==> config.mk <==
export PLATFORM = sky130hd
export DESIGN_NAME = prefix_booth_alu
export DESIGN_NICKNAME = d
export VERILOG_FILES = /design/src/rtl/palu_pkg.sv /design/src/rtl/palu_prefix_add.sv /design/src/rtl/palu_booth_mult.sv /design/src/rtl/prefix_booth_alu.sv
export SDC_FILE = /design/constraint.sdc
export NUM_CORES = 1
export LEC_CHECK = 0
export ABC_AREA = 1
export BUFFER_PORTS_ARGS = -buffer_cell sky130_fd_sc_hd__buf_2
export CELL_PAD_IN_SITES_DETAIL_PLACEMENT = 1
export CELL_PAD_IN_SITES_GLOBAL_PLACEMENT = 2
export CORE_ASPECT_RATIO = 0.9
export CORE_MARGIN = 1
export CORE_UTILIZATION = 40
export DETAILED_ROUTE_END_ITERATION = 12
export PLACE_DENSITY_LB_ADDON = 0.1
export SYNTH_ARGS = -nofsm -noshare
export SYNTH_HDL_FRONTEND = slang
export SYNTH_HIERARCHICAL = 1
export SYNTH_SLANG_ARGS = --single-unit
==> constraint.sdc <==
create_clock -name vclk -period 14
set_clock_uncertainty 0.05 [all_clocks]
set_input_delay 1.4 -clock vclk [all_inputs]
set_output_delay 1.4 -clock vclk [all_outputs]
set_load 0.1 [all_outputs]
==> src/rtl/palu_pkg.sv <==
package palu_pkg;
  typedef enum logic [2:0] {
    OP_ADD = 3'b000,
    OP_SUB = 3'b001,
    OP_MUL = 3'b010,
    OP_AND = 3'b011,
    OP_OR  = 3'b100,
    OP_XOR = 3'b101,
    OP_NOT = 3'b110,
    OP_SHF = 3'b111
  } op_e;

  // Row count left after one layer of 3:2 compression.
  function automatic int csa_next(input int n);
    return 2 * (n / 3) + (n % 3);
  endfunction

  // Row count after l layers.
  function automatic int csa_rows(input int n, input int l);
    int r;
    r = n;
    for (int i = 0; i < l; i++) r = csa_next(r);
    return r;
  endfunction

  // Layers needed to reach two rows.
  function automatic int csa_layers(input int n);
    int r;
    int c;
    r = n;
    c = 0;
    while (r > 2) begin
      r = csa_next(r);
      c++;
    end
    return c;
  endfunction
endpackage

==> src/rtl/palu_prefix_add.sv <==
module palu_prefix_add #(
  parameter int W = 32
) (
  input  logic [W-1:0] x,
  input  logic [W-1:0] y,
  input  logic         cin,
  output logic [W-1:0] s
);
  localparam int LG = $clog2(W);

  logic [W-1:0] hp;
  logic [W-1:0] g [LG+1];
  logic [W-1:0] p [LG+1];
  logic [W-1:0] c;
  logic         unused_top;

  assign hp   = x ^ y;
  assign p[0] = hp;
  // carry-in folded into the generate of bit 0
  assign g[0] = (x & y) | {{(W-1){1'b0}}, hp[0] & cin};

  for (genvar k = 0; k < LG; k++) begin : g_lvl
    for (genvar i = 0; i < W; i++) begin : g_bit
      if (((i >> k) & 1) == 1) begin : g_join
        localparam int J = ((i >> k) << k) - 1;
        assign g[k+1][i] = g[k][i] | (p[k][i] & g[k][J]);
        assign p[k+1][i] = p[k][i] & p[k][J];
      end else begin : g_keep
        assign g[k+1][i] = g[k][i];
        assign p[k+1][i] = p[k][i];
      end
    end
  end

  assign c = {g[LG][W-2:0], cin};
  assign s = hp ^ c;
  assign unused_top = ^{g[LG][W-1], p[LG]};
endmodule

==> src/rtl/palu_booth_mult.sv <==
module palu_booth_mult
  import palu_pkg::*;
#(
  parameter int W = 32
) (
  input  logic [W-1:0] a,
  input  logic [W-1:0] b,
  output logic [W-1:0] prod
);
  localparam int ND = W / 2;
  localparam int NR = ND + 1;
  localparam int LV = csa_layers(NR);

  logic [W-1:0] pp [NR];
  logic [W-1:0] fix;

  // radix-4 recoding: one digit per bit pair of b
  for (genvar i = 0; i < ND; i++) begin : g_dig
    logic [2:0]   trip;
    logic         one, two, neg;
    logic [W-1:0] mag;
    if (i == 0) begin : g_lsb
      assign trip = {b[1], b[0], 1'b0};
    end else begin : g_mid
      assign trip = b[2*i+1 : 2*i-1];
    end
    always_comb begin
      one = 1'b0;
      two = 1'b0;
      neg = 1'b0;
      unique case (trip)
        3'b001, 3'b010: one = 1'b1;
        3'b011:         two = 1'b1;
        3'b100:         begin two = 1'b1; neg = 1'b1; end
        3'b101, 3'b110: begin one = 1'b1; neg = 1'b1; end
        default:        ;
      endcase
    end
    assign mag         = two ? (a << 1) : (one ? a : '0);
    // negative digit: inverted row plus a 1 at the digit weight (in fix)
    assign pp[i]       = (neg ? ~mag : mag) << (2 * i);
    assign fix[2*i]    = neg;
    assign fix[2*i+1]  = 1'b0;
  end
  assign pp[ND] = fix;

  // carry-save reduction
  for (genvar l = 0; l < LV; l++) begin : g_stg
    localparam int N  = csa_rows(NR, l);
    localparam int NO = csa_next(N);
    localparam int NG = N / 3;
    logic [W-1:0] rin  [N];
    logic [W-1:0] rout [NO];
    for (genvar r = 0; r < N; r++) begin : g_in
      if (l == 0) begin : g_first
        assign rin[r] = pp[r];
      end else begin : g_next
        assign rin[r] = g_stg[l-1].rout[r];
      end
    end
    for (genvar q = 0; q < NG; q++) begin : g_csa
      assign rout[2*q]   = rin[3*q] ^ rin[3*q+1] ^ rin[3*q+2];
      assign rout[2*q+1] = ((rin[3*q] & rin[3*q+1]) | (rin[3*q] & rin[3*q+2]) |
                            (rin[3*q+1] & rin[3*q+2])) << 1;
    end
    for (genvar r = 0; r < N % 3; r++) begin : g_pass
      assign rout[2*NG+r] = rin[3*NG+r];
    end
  end

  palu_prefix_add #(.W(W)) u_cpa (
    .x   (g_stg[LV-1].rout[0]),
    .y   (g_stg[LV-1].rout[1]),
    .cin (1'b0),
    .s   (prod)
  );
endmodule

==> src/rtl/prefix_booth_alu.sv <==
module prefix_booth_alu
  import palu_pkg::*;
#(
  parameter int W = 32
) (
  input  logic [W-1:0] a,
  input  logic [W-1:0] b,
  input  logic [2:0]   op,
  output logic [W-1:0] y,
  output logic         zero
);
  localparam int SH = $clog2(W);

  op_e          opc;
  logic         is_sub;
  logic [W-1:0] add_y, add_s, mul_p, shf_y;
  logic [SH-1:0] amt;

  assign opc    = op_e'(op);
  assign is_sub = (opc == OP_SUB);
  assign add_y  = is_sub ? ~b : b;
  assign amt    = b[SH-1:0];

  palu_prefix_add #(.W(W)) u_add (
    .x   (a),
    .y   (add_y),
    .cin (is_sub),
    .s   (add_s)
  );

  palu_booth_mult #(.W(W)) u_mul (
    .a    (a),
    .b    (b),
    .prod (mul_p)
  );

  assign shf_y = b[SH] ? (a >> amt) : (a << amt);

  always_comb begin
    unique case (opc)
      OP_ADD, OP_SUB: y = add_s;
      OP_MUL:         y = mul_p;
      OP_AND:         y = a & b;
      OP_OR:          y = a | b;
      OP_XOR:         y = a ^ b;
      OP_NOT:         y = ~a;
      default:        y = shf_y;
    endcase
  end

  assign zero = ~|y;
endmodule

# [After elaboration in Yosys (flattened, before gate mapping)]
# Index checks and enable logic that the tools add are counted.
[totals] regBits=0 romBits=0 n_memories=0 wordCells=775 latch_bits=0 ramBits=0
[classes] add_sub_neg=0 n_lt_le_gt_ge=0 bitwise_logic=524 mul=0 n_mux=99 div_mod_pow=0 shifts=2 n_eq_ne=99 reduce_logical=51
[op_table] cell="bitwise AND 31 bit" count=47
[op_table] cell="XOR 32 bit" count=34
[op_table] cell="bitwise OR 31 bit" count=30
[op_table] cell="bitwise AND 1 bit" count=241
[op_table] cell="case mux 32 bit (6 select lines)" count=1
[op_table] cell="2-to-1 mux 32 bit" count=5
[op_table] cell="bitwise OR 1 bit" count=150
[op_table] cell="== test 3 bit, second input constant" count=48
[op_table] cell="== test 3 x 2 -> 1 bit, second input constant" count=32
[op_table] cell="inverter 32 bit" count=3
[op_table] cell="2-to-1 mux 30 bit" count=3
[op_table] cell="2-to-1 mux 28 bit" count=3
[op_table] cell="2-to-1 mux 26 bit" count=3
[op_table] cell="2-to-1 mux 24 bit" count=3
[op_table] cell="2-to-1 mux 22 bit" count=3
[op_table] cell="2-to-1 mux 20 bit" count=3
[op_table] cell="OR reduction 4 bit" count=15
[op_table] cell="2-to-1 mux 18 bit" count=3
[op_table] cell="== test 3 x 1 -> 1 bit, second input constant" count=16
[op_table] cell="2-to-1 mux 1 bit" count=48
[op_table] cell="2-to-1 mux 16 bit" count=3
[op_table] cell="OR reduction 3 bit" count=15
[op_table] cell="2-to-1 mux 14 bit" count=3
[op_table] cell="2-to-1 mux 12 bit" count=3
[op_table] cell="32 further kinds" count=60

# [Logic depth before layout (Yosys ltp)]
# Gate-level depths: netlist of the first run.
[depth] depth_word=40 ltp_mapped=43 depth_no_buf=42

# [Cells and area by module]
# Netlist of the first run, hierarchy kept.
[by_module_without_submodules] mod="palu_booth_mult" n_inst=1 area_per_inst_um2=11591.1 cells_each=1506
[by_module_without_submodules] mod="prefix_booth_alu" n_inst=1 area_per_inst_um2=6411.1 cells_each=1222
[by_module_without_submodules] mod="palu_prefix_add at u_add" n_inst=1 area_per_inst_um2=1709.1 cells_each=301
[by_module_without_submodules] mod="palu_prefix_add at u_mul.u_cpa" n_inst=1 area_per_inst_um2=1704.1 cells_each=301

# [Worst setup path after synthesis of the first run]
# OpenSTA, ideal clock, no wires.
[synth_timing] path_kind="in2out" startpoint="in b[1]" endpoint="out zero" cell_stages=36 path_slack_ps=3996 required_ps=12550 arrival_time_ps=8554 cell_sequence="buf_6 > nand2_2 > nand2_1 > nand2_1 > clkbuf_1 > o22ai_1 > xor2_1 > fa_1 > inv_1 > fa_1 > inv_1 > fa_1 > inv_1 > fa_1 > inv_1 > fa_1 > ha_1 > ha_1 > nand2_2 > inv_1 > nand2_1 > nand2_1 > a21oi_2 > nand2_4 > buf_12 > fa_1 > xor2_1 > inv_1 > nor2_1 > a21oi_1 > nand4_1 > nand2_1 > nand4_1 > nor2_1 > nand2_1 > nor2_1"
[synth_rtl] item="from (decl)" line_no="prefix_booth_alu.sv:7" source="input logic [W-1:0] b,"
[synth_rtl] item="to (decl)" line_no="prefix_booth_alu.sv:10" source="output logic zero"

==> reports/qor.csv, run 1 <==
metric;value;unit
Synth Warn #;6;
final-report setup violation count;0;
Initial DRC Count;1964;
FILL cells;7105;
slew of the pin with the lowest slew margin;1380;ps
largest net degree at the start of global routing;66;
fin crit share;78.8;%
n_diodes;0;
post-synthesis sequential area ratio;0;%
CP required;12550;ps
first-pass iteration count of the detailed router;5;
Final TNS setup;0;ps
Port Buffers;100;
RSZ-0062 raised after global routing;no;
largest family of logic cells by synthesized area;adder cells;
compound-gate portion of the synthesized area;12.9;%
Area contributors post-synth;fa_1 (20%), nand3_1 (12%), ha_1 (12%);
hold-fix buffer count after cts;0;
Max stage delay on crit path;720;ps
Ports;100;
FF+latch count;0;
number of routed nets with antenna violations;0;
critical path's most frequent cell;nand2_1;
fin crit period;11030;ps
Nets;3776;
area leader, netlist;fa_1;
CP endpoint;zero;
Worst Path Arrival;9580;ps
xor-xnor portion of the synthesized cell area;11.9;%
Final Hold Fails;0;
Vias/cell;5.89;
outcome;completed;
CTS resizes;0;
worst relative slew slack;7.89;%
routability cong.;0.948;
Cells after Synth;3330;
Critical Path Start Type;input pin;
max-slew violation count;0;
drc violations;0;
Synth Cell Area;21400;um^2
Placeable Area;53000;um^2
Die Y;222;um
Area Overhead vs Synth;4.11;%
Tot GR Track Use;36.4;%
routed len/inst;25.0;um
f_max;0.0906;GHz
Total Routed Length;100;mm
HPWL after DPL;78.0;mm
Initial Utilization;40.4;%
Vias;23500;
min-delay worst type;input pin to primary output;
post-synthesis cell type count;45;
clock buffers;0;
layout cell share with drive strength beyond 1;7.76;%
crit path from;b[3];
global-route wire length before repair;150;mm
Die X;246;um
Critical Path Fanout Max;26;
Storage cell area;0;um^2
initial antenna violation count;4;
row count;80;
kind of end point of the critical path;primary output;
die area;54500;um^2
mux cell area share after synthesis;0;%
Synth top area share;19.7;%
Max-Cap Viols;0;
Synth Area in Adders;31.2;%
Setup Buffers After CTS;0;
Overflow after GRT;0;
Setup CP Type;input pin to primary output;
Worst path slowest cell;clkinv_1;
Post-Synth Simple-Gate Area;29.1;%
Synth Area per Inst;6.43;um^2
number of global-route vias before repair;24000;
==> worst min-delay path by stage <==
stage / startpoint / endpoint / slack [ps] / cells after the start
3_5_place_dp: b[3] / y[17] / 3750 / 7
6_report: b[3] / y[17] / 3770 / 7
4_1_cts: b[3] / y[17] / 3750 / 7
5_1_grt: b[3] / y[17] / 3800 / 7
2_1_floorplan: a[13] / y[13] / 3350 / 5
3_3_place_gp: b[3] / y[17] / 3770 / 7
==> metal layers <==
metal	GRT usage [%]	part of all wire, %	up-vias
met1	53.2	46	11800
li1	-	-	10700
met2	56.1	44	905
met3	6.09	8.3	113
met4	6.83	2.1	8
met5	0	0.047	-
==> cells by family after synthesis <==
kind of cell | Yosys count
AOI/OAI and AO/OA | 467
buffers and inverters | 797
xor gates and xnor gates | 290
and+or+nand+nor | 1367
adders and majority gates | 408
other | 1
==> worst max-delay path, delay by kind of cell <==
kind	cells	cell delay [ps]
xor+xnor	1	150
compound gates	2	550
simple gates	16	2510
buf+inv	9	1820
fa+ha+maj	7	3160
==> metrics by stage <==
stage	area (um^2)	setup slack [ps]	hold WS, ps	util, %	cells
after floorplan	21400	4000	3350	-	3335
after global placement	22300	3280	3770	42.1	3996
after detailed placement	22300	3130	3750	42.1	3996
after CTS	22300	3100	3750	42.1	3996
after global routing	22300	2590	3800	42.1	3996
final	22300	2970	3770	42.1	3996
==> final cells by class <==
cell class | instances | area (um^2) | area share [%]
multi-input cells | 2538 | 18300 | 82.0
repair buffers | 137 | 783 | 3.51
inverters | 624 | 2360 | 10.6
well taps | 697 | 872 | 3.91
==> cell usage after synthesis (2+ instances only) <==
master	number
buf_2	51
buf_4	6
nor2_8	2
nand3_2	2
nand3b_1	7
a21oi_1	117
a31oi_1	9
nor2_1	142
o21ai_0	62
o21ai_1	5
o211ai_1	8
ha_1	197
or2_2	2
o21bai_1	2
clkinv_1	17
nand4_1	34
a21oi_2	4
buf_1	20
xor2_1	271
o2111ai_1	11
inv_4	6
clkbuf_1	88
nand2_2	51
nor3_1	7
nor3_4	2
nor2_2	3
nand3_1	508
o22ai_1	240
buf_12	3
inv_1	581
fa_1	211
a21o_1	2
a21boi_0	2
or2_1	3
a22oi_1	4
buf_6	5
inv_2	20
xnor2_1	18
nand2_1	585
nand2_4	17
==> placed cells by master, fill, tap and decap left out, drive strengths merged <==
cell and n:
nand2 653, inv 607, nand3 510, xor2 272, o22ai 240, fa 211, ha 197, nor2 148
buf 137, a21oi 121, o21ai 68, nand4 34, xnor2 18, clkinv 17, o2111ai 11, a31oi 9
nor3 9, o211ai 8, nand3b 7, conb 6, or2 5, a22oi 4, a21o 2, a21boi 2
o21bai 2, and2 1
Power of run 1 is not shown: default switching activity piles up to over one toggle a cycle in this logic, so the estimate is an artifact.
==> run 2, diff against run 1 <==
Settings changed: CORE_UTILIZATION 40 to 37.
Clock period 14 ns to 11.35 ns, I/O delays scaled along.
==> run 2 against run 1 <==
Compared with the run above:
- clock-buffer cell count did not move
- flip-flop and latch count unchanged
- non-clock buffer count rose by 25
- sequential share of layout area did not move
- global-route usage shrank 1.6 points
- critical endpoint unchanged
==> reports/qor.csv, run 2 (synthesis results as in run 1) <==
metric;value;unit
Die X;256;um
n_diodes;0;
fin crit period;10140;ps
RSZ-0062 raised after global routing;no;
Final TNS setup;0;ps
Tot GR Track Use;34.8;%
Max stage delay on crit path;520;ps
CP required;10170;ps
placed insts;4089;
fin crit share;89.3;%
worst relative slew slack;27.2;%
Placeable Area;57100;um^2
Setup Buffers After CTS;0;
outcome;completed;
Worst Path Arrival;8950;ps
Worst path slowest cell;fa_1;
number of routed nets with antenna violations;0;
Nets;3801;
post-place setup slack;1320;ps
Critical Path Fanout Max;15;
Hold Path Sink;y[26];
beginning of the worst hold path;b[26];
Initial Utilization;37.5;%
Storage cell area;0;um^2
Port Buffers;100;
Final Hold Fails;0;
largest net degree at the start of global routing;106;
max-slew violation count;0;
Vias;23900;
Overflow after GRT;0;
Setup CP Type;input pin to primary output;
hold-fix buffer count after cts;0;
first-pass iteration count of the detailed router;5;
drc violations;0;
Critical Path Start Type;input pin;
most frequent cells in the layout;nand2_1 (584), inv_1 (581), nand3_1 (506), xor2_1 (271), o22ai_1 (240);
routability cong.;0.964;
Die Y;230;um
HPWL after DPL;82.0;mm
commonest non-fill, non-tap cell in the layout;nand2_1;
Hold Crit Depth;9;
CTS resizes;0;
Cell Count, Final, Fillers Out;4089;
final core occ;39.6;%
row count;83;
FF+latch count;0;
Area Overhead vs Synth;5.50;%
number of global-route vias before repair;24500;
routed len/inst;25.3;um
Initial DRC Count;2370;
f_max;0.0986;GHz
critical path's most frequent cell;inv_1;
layout cell share with drive strength beyond 1;8.45;%
min-delay worst type;input pin to primary output;
Max-Cap Viols;0;
Total Routed Length;104;mm
final worst slack;1210;ps
global-route wire length before repair;156;mm
clock buffers;0;
die area;58800;um^2
Ports;100;
Vias/cell;5.84;
initial antenna violation count;6;
final-report setup violation count;0;
kind of end point of the critical path;primary output;
slew of the pin with the lowest slew margin;1090;ps
run 2: worst max-delay path by stage:
stage	from	end	slack, ps	cells after the start
after floorplan	b[1]	zero	1880	36
after global placement	b[5]	zero	1420	38
after detailed placement	b[5]	zero	1320	36
after CTS	b[5]	zero	1300	36
after global routing	b[5]	zero	880	36
final	b[5]	zero	1210	36
run 2: critical path: cells and delay by family:
kind	cells	cell delay (ps)
adder cells (fa/ha/maj)	7	3110
AND/OR/NAND/NOR	16	2410
buffers and inverters	10	1840
AO/OA/AOI/OAI	2	230
XOR/XNOR	1	220
run 2: per-layer routing:
layer  track usage, %  part of all wire [%]  vias up
li1                 -                     -    10800
met1             51.6                    47    12000
met2             54.0                    43      993
met3             3.85                   7.9      109
met4             6.77                   2.2        0
met5                0                     0        -
run 2: area by class of cell:
class,count,area [um^2]
multi-input combinational,2538,18300
timing repair buffer,162,996
inverter,624,2360
tap,765,957
fill,7625,34500
run 2: metrics by stage:
step / cell area, um^2 / hold WS [ps]
after global routing: 22600 / 3370
after floorplan: 21400 / 2820
after detailed placement: 22600 / 3300
final: 22600 / 3300
after global placement: 22600 / 3290
after CTS: 22600 / 3300
Power of run 2 is left out for the same reason.
==> run 3, diff against run 2 <==
Settings changed: CORE_UTILIZATION 37 to 33, SLEW_MARGIN set to 10.
Clock period 11.35 ns to 8.8 ns, I/O delays scaled along.
==> run 3 against run 2 <==
Compared with the run above:
- via count rose by 3.6%
- first-iteration DRC count fell by 13%
- wire length rose by 5.7%
- highest routed layer unchanged
==> reports/qor.csv, run 3 (synthesis results as in run 1) <==
metric;value;unit
Vias/cell;5.57;
min-delay worst type;input pin to primary output;
final worst slack;101;ps
Overflow after GRT;0;
Area Overhead vs Synth;23.7;%
fin crit share;98.9;%
initial antenna violation count;9;
Tot GR Track Use;32.1;%
Worst Path Arrival;7770;ps
Setup CP Type;input pin to primary output;
row count;88;
Port Buffers;100;
max-slew violation count;0;
slew of the pin with the lowest slew margin;807;ps
Ports;100;
largest net degree at the start of global routing;66;
Initial DRC Count;2064;
CP endpoint;zero;
critical path's most frequent cell;nand2_1;
Die Y;244;um
routed len/inst;24.6;um
kind of end point of the critical path;primary output;
Vias;24700;
number of routed nets with antenna violations;0;
die area;65900;um^2
global-route wire length before repair;161;mm
Critical Path Fanout Max;15;
routability cong.;0.967;
RSZ-0062 raised after global routing;yes;
Storage cell area;0;um^2
crit path from;b[4];
Die X;271;um
number of global-route vias before repair;25400;
first-pass iteration count of the detailed router;5;
Worst path slowest cell;fa_1;
final-report setup violation count;0;
hold-fix buffer count after cts;0;
CP required;7870;ps
clock buffers;0;
post-place setup slack;-62.2;ps
most frequent cells in the layout;inv_1 (568), nand2_1 (555), nand3_1 (506), buf_4 (278), xor2_1 (256);
Nets;4062;
Final Hold Fails;0;
Placeable Area;64100;um^2
fin crit period;8700;ps
worst relative slew slack;45.9;%
drc violations;0;
outcome;completed;
FILL cells;8247;
commonest non-fill, non-tap cell in the layout;inv_1;
Max-Cap Viols;0;
Critical Path Start Type;input pin;
f_max;0.115;GHz
HPWL after DPL;88.9;mm
layout cell share with drive strength beyond 1;19.8;%
Max stage delay on crit path;600;ps
Initial Utilization;33.4;%
FF+latch count;0;
Total Routed Length;109;mm
-- run 3: cell types whose count changed in the layout (fill, tap and decap cells not counted), sizes merged --
cell	delta
bufinv	+1
diode	+2
inv	-1
clkbuf	+6
clkinvlp	+3
clkinv	-3
buf	+255
-- run 3: timing repair --
item,4_1_cts,5_1_grt
gates cloned,0,1
setup buffers,6,29
endpoints found under the setup margin,1,9
resized for setup,10,228
pin swaps,8,130
-- run 3: worst max-delay path, delay by kind of cell --
family | cells | cell delay, ps
xor+xnor | 1 | 200
fa+ha+maj | 7 | 3470
buf+inv | 7 | 780
compound gates | 4 | 600
simple gates | 16 | 1800
-- run 3: cell type report --
cell class / instances / area, um^2 / share of cell area, %
diodes: 2 / 5.00 / 0.0189
inverters: 624 / 2380 / 9.00
multi-input cells: 2538 / 19200 / 72.5
well taps: 855 / 1070 / 4.04
repair buffers: 423 / 3830 / 14.5
-- run 3: metrics by stage --
| step | cells | hold slack (ps) | TNS [ps] | area, um^2 | util (%) |
|---|---|---|---|---|---|
| after floorplan | 3335 | 2290 | 0 | 21400 | - |
| after global placement | 4404 | 2710 | 0 | 25100 | 39.2 |
| after detailed placement | 4404 | 2720 | -62.2 | 25100 | 39.2 |
| after CTS | 4410 | 2720 | 0 | 25200 | 39.3 |
| after global routing | 4440 | 2800 | -113 | 26500 | 41.3 |
| final | 4442 | 2720 | 0 | 26500 | 41.4 |
-- run 3: worst min path at each step --
| stage | cells past startpoint | from | slack (ps) | end |
|---|---|---|---|---|
| 2_1_floorplan | 8 | a[0] | 2290 | zero |
| 3_3_place_gp | 8 | b[8] | 2710 | y[8] |
| 3_5_place_dp | 9 | op[0] | 2720 | y[28] |
| 4_1_cts | 9 | op[0] | 2720 | y[28] |
| 5_1_grt | 9 | op[0] | 2800 | y[28] |
| 6_report | 9 | op[0] | 2720 | y[28] |
-- run 3: routing by layer --
layer / routed length (um) / GRT usage [%] / vias to the layer above
met5: 0 / 0.512 / -
met4: 2340 / 6.28 / 0
met3: 7030 / 4.83 / 111
met2: 47300 / 49.2 / 848
met1: 52800 / 47.2 / 12500
li1: - / - / 11300
Power of run 3 is left out for the same reason.
